File: src/rtl/chop_pkg.sv
package chop_pkg;

    typedef enum logic [1:0] {
        PH_OFF    = 2'd0,
        PH_CHARGE = 2'd1,
        PH_SLOW   = 2'd2,
        PH_FAST   = 2'd3
    } phase_e;

    typedef struct packed {
        logic u1;
        logic l1;
        logic u2;
        logic l2;
    } gates_t;

endpackage

File: src/rtl/chop_period_cnt.sv
module chop_period_cnt #(
    parameter int PERIOD_CLKS = 16,
    localparam int CW = $clog2(PERIOD_CLKS)
) (
    input  logic          clk,
    input  logic          rst_n,
    input  logic          clr,
    input  logic          inc,
    output logic [CW-1:0] pos,
    output logic          last
);
    localparam logic [CW-1:0] LAST_POS = CW'(PERIOD_CLKS - 1);

    logic [CW-1:0] pos_q;

    always_ff @(posedge clk or negedge rst_n) begin
        if (!rst_n) begin
            pos_q <= '0;
        end else if (clr) begin
            pos_q <= '0;
        end else if (inc) begin
            pos_q <= (pos_q == LAST_POS) ? '0 : pos_q + 1'b1;
        end
    end

    assign pos  = pos_q;
    assign last = (pos_q == LAST_POS);

    // the position wraps to zero after the last clock of a period
    p_wrap_r1: assert property (@(posedge clk) disable iff (!rst_n)
        (inc && !clr && pos_q == LAST_POS) |=> (pos_q == '0));

    // inside a period the position advances by one each clock
    p_advance_r1: assert property (@(posedge clk) disable iff (!rst_n)
        (inc && !clr && pos_q != LAST_POS) |=> (pos_q == CW'($past(pos_q) + 1'b1)));

endmodule

File: src/rtl/chop_blank.sv
module chop_blank #(
    parameter int BLANK_CLKS = 2,
    localparam int BW = $clog2(BLANK_CLKS + 2)
) (
    input  logic clk,
    input  logic rst_n,
    input  logic restart,
    output logic blanked
);
    generate
        if (BLANK_CLKS == 0) begin : g_noblank
            assign blanked = 1'b0;
        end else begin : g_blank
            localparam logic [BW-1:0] BLIM = BW'(BLANK_CLKS);
            logic [BW-1:0] age_q;

            always_ff @(posedge clk or negedge rst_n) begin
                if (!rst_n) begin
                    age_q <= '0;
                end else if (restart) begin
                    age_q <= '0;
                end else if (age_q != BLIM) begin
                    age_q <= age_q + 1'b1;
                end
            end

            assign blanked = (age_q < BLIM);

            // a fresh period always opens inside the blanking window
            p_blank_open_r3: assert property (@(posedge clk) disable iff (!rst_n)
                restart |=> blanked);
        end
    endgenerate

endmodule

File: src/rtl/chop_gate_map.sv
module chop_gate_map
    import chop_pkg::*;
(
    input  phase_e ph,
    input  logic   pos_dir,
    output gates_t gates
);
    always_comb begin
        gates = '0;
        unique case (ph)
            PH_OFF:    gates = '0;
            PH_CHARGE: gates = pos_dir ? 4'b1001 : 4'b0110;
            PH_SLOW:   gates = 4'b0101;
            PH_FAST:   gates = pos_dir ? 4'b0110 : 4'b1001;
        endcase
    end

    // no leg ever has both switches closed
    always_comb begin
        a_leg1_r10: assert (!(gates.u1 && gates.l1));
        a_leg2_r10: assert (!(gates.u2 && gates.l2));
    end

endmodule

File: src/rtl/chop_mixed_decay.sv
module chop_mixed_decay
    import chop_pkg::*;
#(
    parameter int PERIOD_CLKS = 16,
    parameter int MDT_CLK     = 6,
    parameter int BLANK_CLKS  = 2
) (
    input  logic clk,
    input  logic rst_n,
    input  logic en,
    input  logic cmp_hit,
    input  logic cur_pos,
    input  logic step_new,
    output logic u1,
    output logic l1,
    output logic u2,
    output logic l2
);
    localparam int CW = $clog2(PERIOD_CLKS);
    localparam logic [CW-1:0] MDT_PRE = CW'(MDT_CLK - 1);

    phase_e        state_q;
    phase_e        state_d;
    logic [CW-1:0] pos;
    logic          last;
    logic          blanked;
    logic          start_per;
    logic          detect;
    gates_t        gates;

    assign start_per = en && ((state_q == PH_OFF) || last || step_new);
    assign detect    = cmp_hit && !blanked;

    chop_period_cnt #(.PERIOD_CLKS(PERIOD_CLKS)) u_cnt (
        .clk   (clk),
        .rst_n (rst_n),
        .clr   (!en || start_per),
        .inc   (state_q != PH_OFF),
        .pos   (pos),
        .last  (last)
    );

    chop_blank #(.BLANK_CLKS(BLANK_CLKS)) u_blank (
        .clk     (clk),
        .rst_n   (rst_n),
        .restart (start_per),
        .blanked (blanked)
    );

    always_comb begin
        state_d = state_q;
        if (!en) begin
            state_d = PH_OFF;
        end else if (start_per) begin
            state_d = PH_CHARGE;
        end else begin
            unique case (state_q)
                PH_OFF:    state_d = PH_OFF;
                PH_CHARGE: if (detect) state_d = (pos < MDT_PRE) ? PH_SLOW : PH_FAST;
                PH_SLOW:   if (pos == MDT_PRE) state_d = PH_FAST;
                PH_FAST:   state_d = PH_FAST;
            endcase
        end
    end

    always_ff @(posedge clk or negedge rst_n) begin
        if (!rst_n) state_q <= PH_OFF;
        else        state_q <= state_d;
    end

    chop_gate_map u_map (
        .ph      (state_q),
        .pos_dir (cur_pos),
        .gates   (gates)
    );

    assign u1 = gates.u1;
    assign l1 = gates.l1;
    assign u2 = gates.u2;
    assign l2 = gates.l2;

    // a low enable opens every gate one clock later
    p_off_r8: assert property (@(posedge clk) disable iff (!rst_n)
        !en |=> (!u1 && !l1 && !u2 && !l2));

    // a step strobe restarts the period in CHARGE
    p_restart_r9: assert property (@(posedge clk) disable iff (!rst_n)
        (en && step_new) |=> (state_q == PH_CHARGE && pos == '0));

    // a blanked comparator cannot end CHARGE
    p_blank_ignore_r3: assert property (@(posedge clk) disable iff (!rst_n)
        (en && !start_per && state_q == PH_CHARGE && blanked) |=> (state_q == PH_CHARGE));

    // slow decay hands over to fast decay at the mixed decay point
    p_switch_r4: assert property (@(posedge clk) disable iff (!rst_n)
        (en && !start_per && state_q == PH_SLOW && pos == MDT_PRE) |=> (state_q == PH_FAST));

    // position zero of any period is CHARGE
    p_open_charge_r2: assert property (@(posedge clk) disable iff (!rst_n)
        (state_q != PH_OFF && pos == '0) |-> (state_q == PH_CHARGE));

endmodule

File: config.mk
export PLATFORM = sky130hd
export DESIGN_NAME = chop_mixed_decay
export DESIGN_NICKNAME = d
export VERILOG_FILES = /design/src/rtl/chop_pkg.sv /design/src/rtl/chop_period_cnt.sv /design/src/rtl/chop_blank.sv /design/src/rtl/chop_gate_map.sv /design/src/rtl/chop_mixed_decay.sv
export SDC_FILE = /design/constraint.sdc
export NUM_CORES = 1
export LEC_CHECK = 0
export CAP_MARGIN = 20
export CORE_AREA = 4 4 41 43
export CTS_BUF_LIST = sky130_fd_sc_hd__clkbuf_8 sky130_fd_sc_hd__clkbuf_16
export CTS_CLUSTER_SIZE = 25
export DETAILED_ROUTE_END_ITERATION = 10
export DIE_AREA = 0 0 45 47
export PLACE_DENSITY_LB_ADDON = 0.3
export SLEW_MARGIN = 20
export SYNTH_ARGS = -nofsm -noshare
export SYNTH_HDL_FRONTEND = slang
export SYNTH_SLANG_ARGS = --single-unit
File: constraint.sdc
create_clock -name clk -period 1.8 [get_ports clk]
set_input_delay 0.45 -clock clk [delete_from_list [all_inputs] [get_ports clk]]
set_output_delay 0.45 -clock clk [all_outputs]
set_load 0.01 [all_outputs]
# --- Word-level counts from Yosys, hierarchy flattened ---
# Index checks and enable logic that the tools add are counted.
# W data, S select, Z words.
totals:
  latchBits: 0
  n_memories: 0
  mem_bits_ro: 0
  word_cells: 41
  in_bits: 6
  reg_bits: 8
  ram_bits: 0
  out_inout_bits: 4
classes:
  bitwise: 0
  shifts: 0
  n_mux: 14
  div: 0
  add_sub_neg: 2
  multipliers: 0
  n_lt_le_gt_ge: 2
  eq_ne: 8
  reduce_logical: 12
ops:
  columns: ["operator", "n"]
  rows:
  - ["$mux W4", 5]
  - ["$pmux W4 S4", 1]
  - ["$mux W2", 6]
  - ["$ne A4 B4 Y1 const B", 2]
  - ["$pmux W2 S4", 1]
  - ["$reduce_bool A2 Y1", 3]
  - ["$add A4 B1 Y4 const B", 1]
  - ["$eq A2 B2 Y1 const B", 2]
  - ["$eq A4 B3 Y1 const B", 1]
  - ["$eq A4 B4 Y1 const B", 1]
  - ["$lt A4 B3 Y1 const B", 1]
  - ["$logic_or A1 B1 Y1", 3]
  - ["$add A2 B1 Y2 const B", 1]
  - ["$eq A2 B1 Y1 const B", 1]
  - ["$logic_and A1 B1 Y1", 2]
  - ["$logic_not A1 Y1", 2]
  - ["$logic_not A2 Y1", 1]
  - ["$lt A2 B2 Y1 const B", 1]
  - ["$ne A2 B2 Y1 const B", 1]
  - ["$reduce_and A2 Y1", 1]
  - ["$mux W1", 1]

# --- Longest topological paths before layout ---
logic_depth:
  depth_word: 7
  ltp_mapped: 5
  ltp_nobuf: 5

# --- By module ---
# Synthesis repeated with hierarchy kept, for this count alone.
hier_totals:
  hier_cells: 53
  hier_area_um2: 495.5
by_module_without_submodules:
  columns: ["mod", "area_per_inst_um2", "n_inst", "cells_each", "seq_area_each_um2"]
  rows:
  - ["chop_period_cnt", 206.4, 1, 20, 100.1]
  - ["chop_mixed_decay", 142.6, 1, 16, 50.0]
  - ["chop_blank", 96.3, 1, 9, 50.0]
  - ["chop_gate_map", 50.0, 1, 8, 0.0]

# --- Least setup slack after synthesis ---
# No wires, ideal clock.
synth_timing:
  path_type: "register -> output"
  from: "register state_q[1]"
  to: "output port u2"
  stages_incl_launch_ff: 4
  n_path_buf: 0
  t_required_ps: 1350
  setup_slack_ps: 380
  arrival_ps: 970
  cell_sequence: "dfrtp_1 xor2_1 and2_1 nor2b_1"
synth_between:
  elab_chain_len: 2
  elab_cells_between_ends: 5
  classes_between: "eq/ne (3); mux (1); reduce/logical (1)"
synth_lines:
  columns: ["element", "line", "source"]
  rows:
  - ["start: declaration", "chop_mixed_decay.sv:22", "phase_e state_q;"]
  - ["start signal: assignment", "chop_mixed_decay.sv:68", "else state_q <= state_d;"]
  - ["$eq A2 B2 Y1 (tied with other cells)", "chop_gate_map.sv:10", "unique case (ph)"]
  - ["$pmux W4 S4 *", "chop_gate_map.sv:10", null]
  - ["end: declaration", "chop_mixed_decay.sv:16", "output logic u2,"]
# Mark *: on every way between the ends. The rest lies on a longest branch, timed or not.

# --- Worst setup path in the final report ---
layout_timing:
  from: "input port cur_pos"
  to: "output port l1"
layout_between:
  elab_chain_len: 2
  elab_cells_between_ends: 3
  classes_between: "mux (3)"
layout_lines:
  columns: ["element", "line", "source"]
  rows:
  - ["start: declaration", "chop_mixed_decay.sv:12", "input logic cur_pos,"]
  - ["$mux W4 (on tied branches)", "chop_gate_map.sv:14, chop_gate_map.sv:12", null]
  - ["$pmux W4 S4 *", "chop_gate_map.sv:10", null]
  - ["end: declaration", "chop_mixed_decay.sv:15", "output logic l1,"]
# Marks and branches as above.

==> results.md <==
Critical path:
- The flop-to-flop setup slack is between 0.4 and 0.5 ns.
- The worst setup path is launched from a primary input.
- The critical path goes through dlygate4sd2_1, nor2b_1, xnor2_1, dlygate4sd2_1.
- STA classifies the critical path endpoint as a primary output.
- Along the worst path, the maximum fanout reaches 3.
- The worst-case reg-to-reg path depth is 4.
- The most frequent cell on the critical path is sky130_fd_sc_hd__dlygate4sd2_1.
- The startpoint of the most critical register-to-register path is u_cnt.pos[0]$_DFFE_PN0P_.
- The slowest stage of the critical path belongs to the cell sky130_fd_sc_hd__dlygate4sd2_1.
- The endpoint of the worst register-to-register path is state_q[0]$_DFFE_PN0P_.
- On the worst path, the slowest cell contributes a delay of around 0.28 ns.
- STA puts the critical path data required time at 1.35 ns.
- STA puts the critical path data arrival time at about 1.3 ns.
- The critical path is of the primary input to primary output type.

Logic synthesis:
- Yosys mapped the design onto 23 distinct sky130hd cell types.
- Yosys mapped a number of flops with a built-in enable equal to 0.
- The leading register cell type out of synthesis is sky130_fd_sc_hd__dfrtp_1.
- The cell type with the largest total area after synthesis is sky130_fd_sc_hd__dfrtp_1.
- Ranked by total cell area, the synthesized netlist is headed by sky130_fd_sc_hd__dfrtp_1, sky130_fd_sc_hd__ha_1, sky130_fd_sc_hd__xnor2_1.
- Sorting the synthesized cells by how often they occur yields sky130_fd_sc_hd__dfrtp_1, sky130_fd_sc_hd__inv_1.
- The flip-flop and latch count after synthesis is 8.
- The count of synthesis-stage warnings from yosys is 0.
- The synthesized netlist occupies a cell area of 489 um2.
- Averaged over all synthesized cells, the footprint is between 9 and 10 um2.
- The most common cell in the synthesized netlist is sky130_fd_sc_hd__dfrtp_1.
- Summed over its instances, the top area cell type makes up 40.9% of the synthesized netlist area.
- The post-synth net total is between 60 and 70.
- The part of the Yosys area used for sequential elements is 40.9%.
- In the synthesized netlist the async set-or-reset flop fraction comes to 100%.
- The cell count after synthesis is 52.

STA:
- The final hold violation count was 0.
- The worst path uses 94.6% of the clock period.
- The minimum period implied by the final worst setup slack is around 1.7 ns.
- The worst hold slack is between 0.5 and 0.6 ns.
- The headroom to the max-slew limit is 75.3%.
- The setup clock skew after layout is roughly 0.0017 ns.
- Timing would allow up to slightly below 600 MHz.
- The post-layout worst setup margin is 0.0975 ns.
- The total setup violations reported at the end of the flow is 0.
- The slew at the pin with the worst max-slew slack is between 0.3 and 0.4 ns.
- The final number of max-transition violations was 0.
- Setup repair after global routing left no endpoint under its margin.

Cells and area:
- 0 antenna diodes ended up in the layout.
- At the end of the flow the core is filled with cells to about half.
- The number of filler instances in the final layout is 140.
- Across the whole layout, storage elements account for 200 um2.
- Summing all multi-input logic gate instances after layout gives ~260 um2.
- The fraction of layout instances using a drive strength above 1 is between 15 and 20%.
- The final-stage net count is 77.
- Relative to the synthesized area, the layout overhead comes to 30.9%.

Outcome:
- The flow ran to the end, and the final reports show no timing, DRC or antenna violations.

Routing:
- The post-detailed-route DRC marker count is 0.
- Summed over all nets, wire length on met2 after detailed routing comes to 385 um.
- The count of nets left with antenna violations after detail routing is 0.
- The detailed-route vias per instance is roughly 5.1.
- Summed over all nets, wire length on met3 after detailed routing comes to approximately 70 um.
- After detailed routing, no signal wire sits above met4.
- The first routing iteration left 3 violations.
- The met1 routed wirelength after detailed routing is slightly below 400 um.
- Across all layers, the routed design uses just over 400 vias.
- The overall routed net length is 880 um.
- The per-cell routed wire length is about 11 um.
- The first detailed-routing pass ran for 5 iterations.

Die:
- During I/O placement, the number of pins put on the boundary was 10.
- The die covers ~0.0021 mm2.
- The floorplan has 13 rows.
- The die height is roughly 47 um.
- The initial core utilization is between 30% and 40%.
- The area of the placeable core is 0.00130 mm2.
- The die is roughly 45 um wide.

Power:
- The internal power of the cells totals around 0.00042 W.
- The worst ir drop on vdd is 479 uV.
- In this run the static leakage power is just under 0.3 nW.
- The part of the total power dissipated in the clock network is 37.1%.
- The switching power as a share of total power is roughly 28%.
- The share of total power in combinational logic is 24.7%.
- In this run the power density over the cells is 918 mW/mm2.
- The net load switching power is around 0.00016 W.
- Overall power consumption after layout is estimated at 0.000588 W.
- The sequential share of power is 38.2%.

Placed design:
- The count of input and output buffers is 9.
- Before CTS, the worst setup slack after placement is -0.514 ns.
- The congestion estimate from routability-driven global placement came to ~0.73.
- The HPWL reported at the end of detailed placement is ~680 um.

GRT:
- The first global-routing pass estimated 1.65 mm of wire.
- Global routing used 11.5% of the available tracks.
- Entering global routing, the biggest net connects 9 pins.
- The overflow left after global routing is 0.
- The initial antenna violation count is 0.
- The number of global-route vias before repair came to 433.

Flow run:
- The count of max-cap constraint violations is 0.

Clock network:
- In this run the number of H-tree levels came out at 1.
- The CTS tree is done.
- The later-pin clock latency in the skew report is ~0.23 ns.
- The master cell of the clock root buffer is sky130_fd_sc_hd__clkbuf_8.
- For this design, the sink count on the clock tree is 8.
- Buffers added to address setup during post-CTS repair amount to 0.
- The CTS clock-pin slew for the worst setup and hold paths is about 0.040 ns.
- The TritonCTS buffer count is 3.
- No sink is reached through more buffers than the 2 on the longest clock path.

Hold path:
- The path category of the worst min-delay check is primary input to async pin.
[power by group through the flow]
stage          sequential (W)  combinational [W]  clock [W]
2_1_floorplan        0.000223           0.000103          0
3_3_place_gp         0.000226           0.000152          0
3_5_place_dp         0.000227           0.000157          0
4_1_cts              0.000225           0.000150   0.000226
5_1_grt              0.000229           0.000173   0.000239
6_report             0.000224           0.000145   0.000218
[cell families after synthesis]
| logic type | share of synthesized area [%] |
|---|---|
| buf+inv | 5.63 |
| flops | 40.9 |
| simple gates | 18.9 |
| compound gates | 15.3 |
| xor+xnor | 8.95 |
| fa+ha+maj | 10.2 |
[critical path, delay by kind of cell]
| kind | cells | cell delay (ns) |
|---|---|---|
| buffers and inverters | 2 | 0.54 |
| AND/OR/NAND/NOR | 1 | 0.14 |
| XOR/XNOR | 1 | 0.12 |
[stage by stage]
stage | setup TNS [ns] | cell area, um2 | cells
floorplan | 0 | 489 | 52
global placement | -1.68 | 608 | 77
detailed placement | -1.74 | 608 | 77
CTS | 0 | 646 | 80
global route | 0 | 641 | 80
finish | 0 | 641 | 80
[cell usage in the layout, fill, tap and decap left out, drive strengths merged, types with 3 or more instances in the layout]
master,count
dfrtp,8
nor2b,4
xnor2,3
clkbuf,3
nor2,4
inv,6
clkdlybuf4s50,4
a21oi,5
dlygate4sd2,3
ha,4
buf,3
nand2,3
[layer usage]
layer,GRT usage (%),vias to the layer above
met4,12.3,0
met1,11.8,185
li1,-,199
met2,18.9,17
met3,2.30,5
met5,0,-
[layout make-up]
| class | count | area share, % |
|---|---|---|
| inverter | 6 | 3.52 |
| multi-input combinational | 37 | 40.8 |
| sequential | 8 | 31.3 |
| clock buffer | 3 | 6.45 |
| timing repair buffer | 11 | 15.0 |
| tap | 15 | 2.93 |
[how the worst max path moves through the flow]
stage                     slack (ns)  end  cells past startpoint                    from
after floorplan                 0.38   u2                      3  state_q[1]$_DFFE_PN0P_
after global routing            0.02   u1                      4                 cur_pos
after detailed placement       -0.51   u2                      5                 cur_pos
final                            0.1   l1                      4                 cur_pos
after CTS                     0.0003   u2                      5                 cur_pos
after global placement         -0.49   u2                      5                 cur_pos
[flip-flops by register name, indices dropped and copies added (netlist names)]
register / count
u_cnt.pos: 4
state_q: 2
u_blank.g_blank.age_q: 2
[what timing repair did]
item | in CTS | in global routing
hold buffers | 0 | 0
resized for setup | 7 | 2
endpoints found under the hold margin | 0 | 0
endpoints found under the setup margin | 4 | 2
Note: power is estimated with default switching activity, not from simulation.
